**src/rtl/prio_bus_arbiter_pkg.sv**
```systemverilog
package prio_bus_arbiter_pkg;
  typedef enum logic [1:0] {
    DEC_IDLE = 2'd0,
    DEC_PICK = 2'd1,
    DEC_HOLD = 2'd2
  } arb_dec_e;
endpackage

```
**src/rtl/prio_bus_arbiter_pick.sv**
```systemverilog
module prio_bus_arbiter_pick #(
  parameter int NUM_MASTERS = 4
) (
  input  logic [NUM_MASTERS-1:0] req,
  output logic [NUM_MASTERS-1:0] winner,
  output logic                   any_req
);
  logic [NUM_MASTERS:0] seen;

  assign seen[0] = 1'b0;

  for (genvar i = 0; i < NUM_MASTERS; i++) begin : g_chain
    assign winner[i]  = req[i] & ~seen[i];
    assign seen[i+1]  = seen[i] | req[i];
  end

  assign any_req = seen[NUM_MASTERS];
endmodule

```
**src/rtl/prio_bus_arbiter_ctrl.sv**
```systemverilog
module prio_bus_arbiter_ctrl
  import prio_bus_arbiter_pkg::*;
#(
  parameter int NUM_MASTERS = 4
) (
  input  logic [NUM_MASTERS-1:0] winner,
  input  logic                   any_req,
  input  logic [NUM_MASTERS-1:0] grant_q,
  input  logic                   bus_lock,
  output arb_dec_e               decision,
  output logic [NUM_MASTERS-1:0] grant_d
);
  function automatic arb_dec_e decide(input logic lock, input logic held, input logic pending);
    if (lock && held) return DEC_HOLD;
    if (pending)      return DEC_PICK;
    return DEC_IDLE;
  endfunction

  assign decision = decide(bus_lock, |grant_q, any_req);

  always_comb begin
    unique case (decision)
      DEC_HOLD: grant_d = grant_q;
      DEC_PICK: grant_d = winner;
      default:  grant_d = '0;
    endcase
  end
endmodule

```
**src/rtl/prio_bus_arbiter_grant_reg.sv**
```systemverilog
module prio_bus_arbiter_grant_reg #(
  parameter int NUM_MASTERS = 4
) (
  input  logic                   clk,
  input  logic                   rst_n,
  input  logic [NUM_MASTERS-1:0] grant_d,
  output logic [NUM_MASTERS-1:0] grant_q
);
  always_ff @(posedge clk) begin
    if (!rst_n) grant_q <= '0;
    else        grant_q <= grant_d;
  end
endmodule

```
**src/rtl/prio_bus_arbiter.sv**
```systemverilog
module prio_bus_arbiter
  import prio_bus_arbiter_pkg::*;
#(
  parameter int NUM_MASTERS = 4
) (
  input  logic                   clk,
  input  logic                   rst_n,
  input  logic [NUM_MASTERS-1:0] req,
  input  logic                   bus_busy,
  input  logic                   bus_lock,
  output logic [NUM_MASTERS-1:0] grant
);
  logic [NUM_MASTERS-1:0] winner;
  logic [NUM_MASTERS-1:0] grant_d;
  logic [NUM_MASTERS-1:0] grant_q;
  logic                   any_req;
  arb_dec_e               decision;

  // Named events, brought out for the checker
  logic ev_move;
  logic ev_hold;
  logic ev_elect_swap;

  prio_bus_arbiter_pick #(.NUM_MASTERS(NUM_MASTERS)) u_pick (
    .req     (req),
    .winner  (winner),
    .any_req (any_req)
  );

  prio_bus_arbiter_ctrl #(.NUM_MASTERS(NUM_MASTERS)) u_ctrl (
    .winner   (winner),
    .any_req  (any_req),
    .grant_q  (grant_q),
    .bus_lock (bus_lock),
    .decision (decision),
    .grant_d  (grant_d)
  );

  prio_bus_arbiter_grant_reg #(.NUM_MASTERS(NUM_MASTERS)) u_greg (
    .clk     (clk),
    .rst_n   (rst_n),
    .grant_d (grant_d),
    .grant_q (grant_q)
  );

  assign ev_move       = (|grant_q) && (|grant_d) && (grant_d != grant_q);
  assign ev_hold       = (decision == DEC_HOLD);
  assign ev_elect_swap = ev_move && bus_busy;

  assign grant = grant_q;
endmodule

```
**config.mk**
```make
export PLATFORM = sky130hd
export DESIGN_NAME = prio_bus_arbiter
export DESIGN_NICKNAME = d
export VERILOG_FILES = /design/src/rtl/prio_bus_arbiter_pkg.sv /design/src/rtl/prio_bus_arbiter_pick.sv /design/src/rtl/prio_bus_arbiter_ctrl.sv /design/src/rtl/prio_bus_arbiter_grant_reg.sv /design/src/rtl/prio_bus_arbiter.sv
export SDC_FILE = /design/constraint.sdc
export NUM_CORES = 1
export LEC_CHECK = 0
export BUFFER_PORTS_ARGS = -buffer_cell sky130_fd_sc_hd__buf_2
export CORE_AREA = 8 8 45 47
export DETAILED_ROUTE_END_ITERATION = 8
export DIE_AREA = 0 0 53 55
export PLACE_DENSITY_LB_ADDON = 0.12
export SETUP_SLACK_MARGIN = 0.15
export SYNTH_ARGS = -nofsm -noshare
export SYNTH_HDL_FRONTEND = slang
export SYNTH_SLANG_ARGS = --single-unit
```
**constraint.sdc**
```tcl
create_clock -name clk -period 1.1 [get_ports clk]
set_input_delay 0 -clock clk [delete_from_list [all_inputs] [get_ports clk]]
set_output_delay 0 -clock clk [all_outputs]
set_load 0.05 [all_outputs]
```
# Yosys cells after proc, flatten, opt, wreduce, memory -nomap -nowiden
# Cells that the tools add are included.
# W data, S select, Z words.
word_totals:
  ff_bits: 4
  latch_bits: 0
  ram_bits: 0
  mem_bits_ro: 0
  in_bits: 8
  out_inout_bits: 4
  elab_cells: 22
  memories: 0
op_classes:
  addsub: 0
  n_mul: 0
  div: 0
  magnitude_cmp: 0
  eq_ne: 2
  shift: 0
  mux: 8
  bitwise: 9
  reduce_logical: 2
ops:
  columns: ["op", "n"]
  rows:
  - ["$mux W2", 4]
  - ["$pmux W4 S2", 1]
  - ["$reduce_or A4 Y1", 1]
  - ["$and A1 B1 Y1", 3]
  - ["$mux W1", 3]
  - ["$not A1 Y1", 3]
  - ["$or A1 B1 Y1", 3]
  - ["$eq A2 B1 Y1 const B", 1]
  - ["$eq A2 B2 Y1 const B", 1]
  - ["$logic_and A1 B1 Y1", 1]

# Depth between registers and ports, before layout
depth:
  ltp_word: 9
  mapped_depth: 3
  ltp_nobuf: 2

# By module
# A second synthesis with hierarchy kept.
unflattened:
  cells_unflattened: 24
  area_unflattened_um2: 240.2
modules_own_cells:
  columns: ["module", "n_inst", "cells_each", "area_per_inst_um2"]
  rows:
  - ["prio_bus_arbiter_grant_reg", 1, 8, 105.1]
  - ["prio_bus_arbiter_ctrl", 1, 11, 97.6]
  - ["prio_bus_arbiter_pick", 1, 5, 37.5]

# Worst setup path after synthesis
# OpenSTA, ideal clock, no wires.
synth_path:
  path_type: "register to register"
  start: "reg u_greg.grant_q[1]"
  end: "reg u_greg.grant_q[2]"
  setup_time_ps: 96
  t_arrival_ps: 1226
  t_required_ps: 1004
  path_slack_ps: -221
  stages_incl_launch_ff: 3
  n_path_buf: 0
  path_cell_list: "dfxtp_1 o41a_1 o41ai_2"
synth_between:
  elab_chain_cells: 6
synth_rtl:
  columns: ["item", "line", "source"]
  rows:
  - ["start, declared", "prio_bus_arbiter_grant_reg.sv:7", "output logic [NUM_MASTERS-1:0] grant_q"]
  - ["start signal, assigned", "prio_bus_arbiter_grant_reg.sv:11", "else grant_q <= grant_d;"]
  - ["$reduce_or A4 Y1 *", null, null]
  - ["$logic_and A1 B1 Y1 *", "prio_bus_arbiter_ctrl.sv:14", "if (lock && held) return DEC_HOLD;"]
  - ["$mux W1 *", "prio_bus_arbiter_ctrl.sv:14", null]
  - ["$mux W2 *", "prio_bus_arbiter_ctrl.sv:15", "if (pending) return DEC_PICK;"]
  - ["$eq A2 B1 Y1 or $eq A2 B2 Y1 (tied branches)", "prio_bus_arbiter_ctrl.sv:22", "unique case (decision)"]
  - ["$pmux W4 S2", "prio_bus_arbiter_ctrl.sv:22", null]
# Every way passes the cells marked *; elsewhere a longest branch is shown, timed or not.
# A chain may end at the register's enable or synchronous reset.

# Worst setup path in the final report
# Same ends and word-level chain as after synthesis.

==> impl_metrics.tcl <==
set metrics [dict create \
    status "finished clean" \
    synth_fa_ha_area_share_pct 0 \
    period_share_pct 99.1 \
    first_pass_iters 4 \
    synthMuxAreaShare_pct 0 \
    p_per_area_mw_per_mm2 1300 \
    vdd_drop_max_mv 0.559 \
    finalClockSkew_ns 0.0120 \
    cts_buffers 3 \
    root_buffer "clkbuf_4" \
    min-delay-path-class "input port to flop" \
    hold_viol 0 \
    clockBufferDepth 2 \
    setup_viol 0 \
    fmax_mhz 917 \
    hold_slack_ns 0.0262 \
    maxCapViolCount 0 \
    post_dp_cell_area_um2 293 \
    synth_compound_area_share_pct 28.9 \
    crit_start "u_greg.grant_q[1]" \
    grt_pass1_vias 245 \
    final_nets 48 \
    critical_path.max_fanout 3 \
    clk_pin_slew_worst_paths_ns 0.05 \
    post-cts-setup-buffer-count 0 \
    synth_fp_nets 28 \
    grt-ovfl-total 0 \
    crit_path_end_kind "flop" \
    cts_sinks 4 \
    nFillCells 163 \
    synth_xor_area_share_pct 0 \
    cts_tree "yes" \
    share_comb_of_total_power_pct 21.5 \
    slew_violations 0 \
    pwr-share-clk_pct 44.3 \
    r2r_cells 2 \
    yosys.area_share.simple_pct 24.2 \
    slew_headroom_pct 86.3 \
    crit_path_start_kind "flop" \
    synthCells 20 \
    drt-met1-wl_um 301 \
    reg_top3 "u_greg.grant_q: 4 flops" \
    vias_per_cell 4.16 \
    cp.required_ns 1.23 \
    seq_area_um2 90.1 \
    htreeDepth 1 \
    seq_area_frac_synth_pct 43.0 \
    routed_wl_um 613 \
    setup-tns-final_ns 0 \
    antenna_found_initial 0 \
    synth-seq-cells 4 \
    worst_hold_startpoint "req[0]" \
    netSwitchingFraction_pct 28.0 \
    port_buffers 10 \
    worst-slew-pin-transition_ns 0.203 \
    clock_latency_ns 0.24 \
    final_core_util_pct 25.6 \
    top_register "u_greg.grant_q" \
    rsz0062_at_grt "yes" \
    post-route-min-period_ns 1.09 \
    critPathKind "flop to flop" \
    grt_pass1_wl_mm 1.03 \
    io_pins 12 \
    initial_utilization_pct 13.5 \
    syn_area_per_cell_um2 9.32 \
    netlist_area_um2 186 \
    drive_gt1_share_pct 59.0 \
    die_w_um 53 \
    largest_reg_flops 4 \
    top_layer_used "met3" \
    die-height_um 55 \
    p_leak_nw 0.158 \
    multi_input_area_um2 104 \
    r2r_start "u_greg.grant_q[1]" \
    dieArea_mm2 0.00292 \
    yosysWarnings 0 \
    grtUsageTotal_pct 4.97 \
    arrival_ns 1.22 \
    p_sw_mw 0.129 \
    met3_length_um 60 \
    finalPower_mw 0.460 \
    avgRoutedWirePerCell_um 11.1 \
    std_cell_rows 14 \
    core_area_mm2 0.00138 \
    internal-power_mw 0.331 \
    grt_max_degree 9 \
    final_cell_area_um2 354 \
    drt-initial-drc-count 7 \
    num_vias 229 \
    antenna_left 0 \
    hold_depth 3 \
    drcViolationCount 0 \
    n_antenna_cell 0 \
    synth_top_family_by_area "compound AO/OA/AOI/OAI gates" \
    routabilityCongestion 0.642 \
    seq_power_share_pct 34.3 \
    syn2layout_area_growth_pct 89.9 \
    synth_cell_types 12 \
    wl_met2_um 252 \
]
-- power groups by stage --
stage,Sequential [mW],Combinational [mW],Clock [mW]
4_1_cts,0.157,0.0972,0.218
3_5_place_dp,0.159,0.0877,0
5_1_grt,0.158,0.106,0.228
2_1_floorplan,0.189,0.0204,0
6_report,0.158,0.0988,0.204
3_3_place_gp,0.160,0.0882,0
-- Yosys cell counts --
master / n / share of area (%)
nand3_1: 4 / 11
o31a_1: 1 / 4.7
o41a_1: 1 / 6.0
inv_1: 1 / 2.0
o21ai_0: 2 / 5.4
nand2_1: 2 / 4.0
o31ai_1: 1 / 4.0
or4b_1: 1 / 5.4
dfxtp_1: 4 / 43
buf_1: 1 / 2.0
o41ai_2: 1 / 8.7
nand3b_1: 1 / 4.0
-- stage by stage --
stage,std cells,setup WS [ns]
after floorplan,20,-0.0986
after global placement,49,-0.0388
after detailed placement,49,-0.0448
after CTS,55,-0.0137
after global routing,55,-0.0122
final,55,0.00962
-- worst paths after layout --
| kind | end | slack [ns] |
|---|---|---|
| setup / recovery | u_greg.grant_q[2] | 0.01 |
| setup reg to reg | u_greg.grant_q[2] | 0.01 |
| hold / removal | u_greg.grant_q[0] | 0.03 |
| hold reg to reg | u_greg.grant_q[1] | 0.59 |
-- metal layers --
| layer | track usage, % | up-vias |
|---|---|---|
| met4 | 5.17 | 0 |
| li1 | - | 114 |
| met5 | 0 | - |
| met3 | 3.48 | 0 |
| met2 | 6.05 | 11 |
| met1 | 5.30 | 104 |
-- critical path, stage by stage, from the launching register on --
cell	delay [ns]
dfxtp_4	0.33
o41a_1	0.45
o41ai_2	0.19
-- cell type report --
cell class | count | share of cell area [%]
timing repair buffer | 16 | 31.1
multi-input combinational | 14 | 29.3
sequential | 4 | 25.4
clock buffer | 4 | 7.42
tap | 16 | 5.65
inverter | 1 | 1.06
-- cells in the final DEF, fill, tap and decap left out, types with 2 or more instances in the layout --
master,count
buf_2,6
buf_4,6
clkbuf_4,5
dfxtp_2,2
dfxtp_4,2
dlygate4sd3_1,2
nand2_1,2
nand3_1,4
-- cell families after synthesis --
family,count (synthesis)
and+or+nand+nor,8
AOI/OAI and AO/OA,6
DFF,4
buffers and inverters,2
-- timing repair --
action                                 in CTS  in global routing
hold buffers                                2                  0
pin swaps                                   2                  1
gates cloned                                0                  0
gates resized for setup                     3                  3
endpoints found under the hold margin       1                  0
setup endpoints to repair                   5                  6
Note: power is estimated with default switching activity, not from simulation.
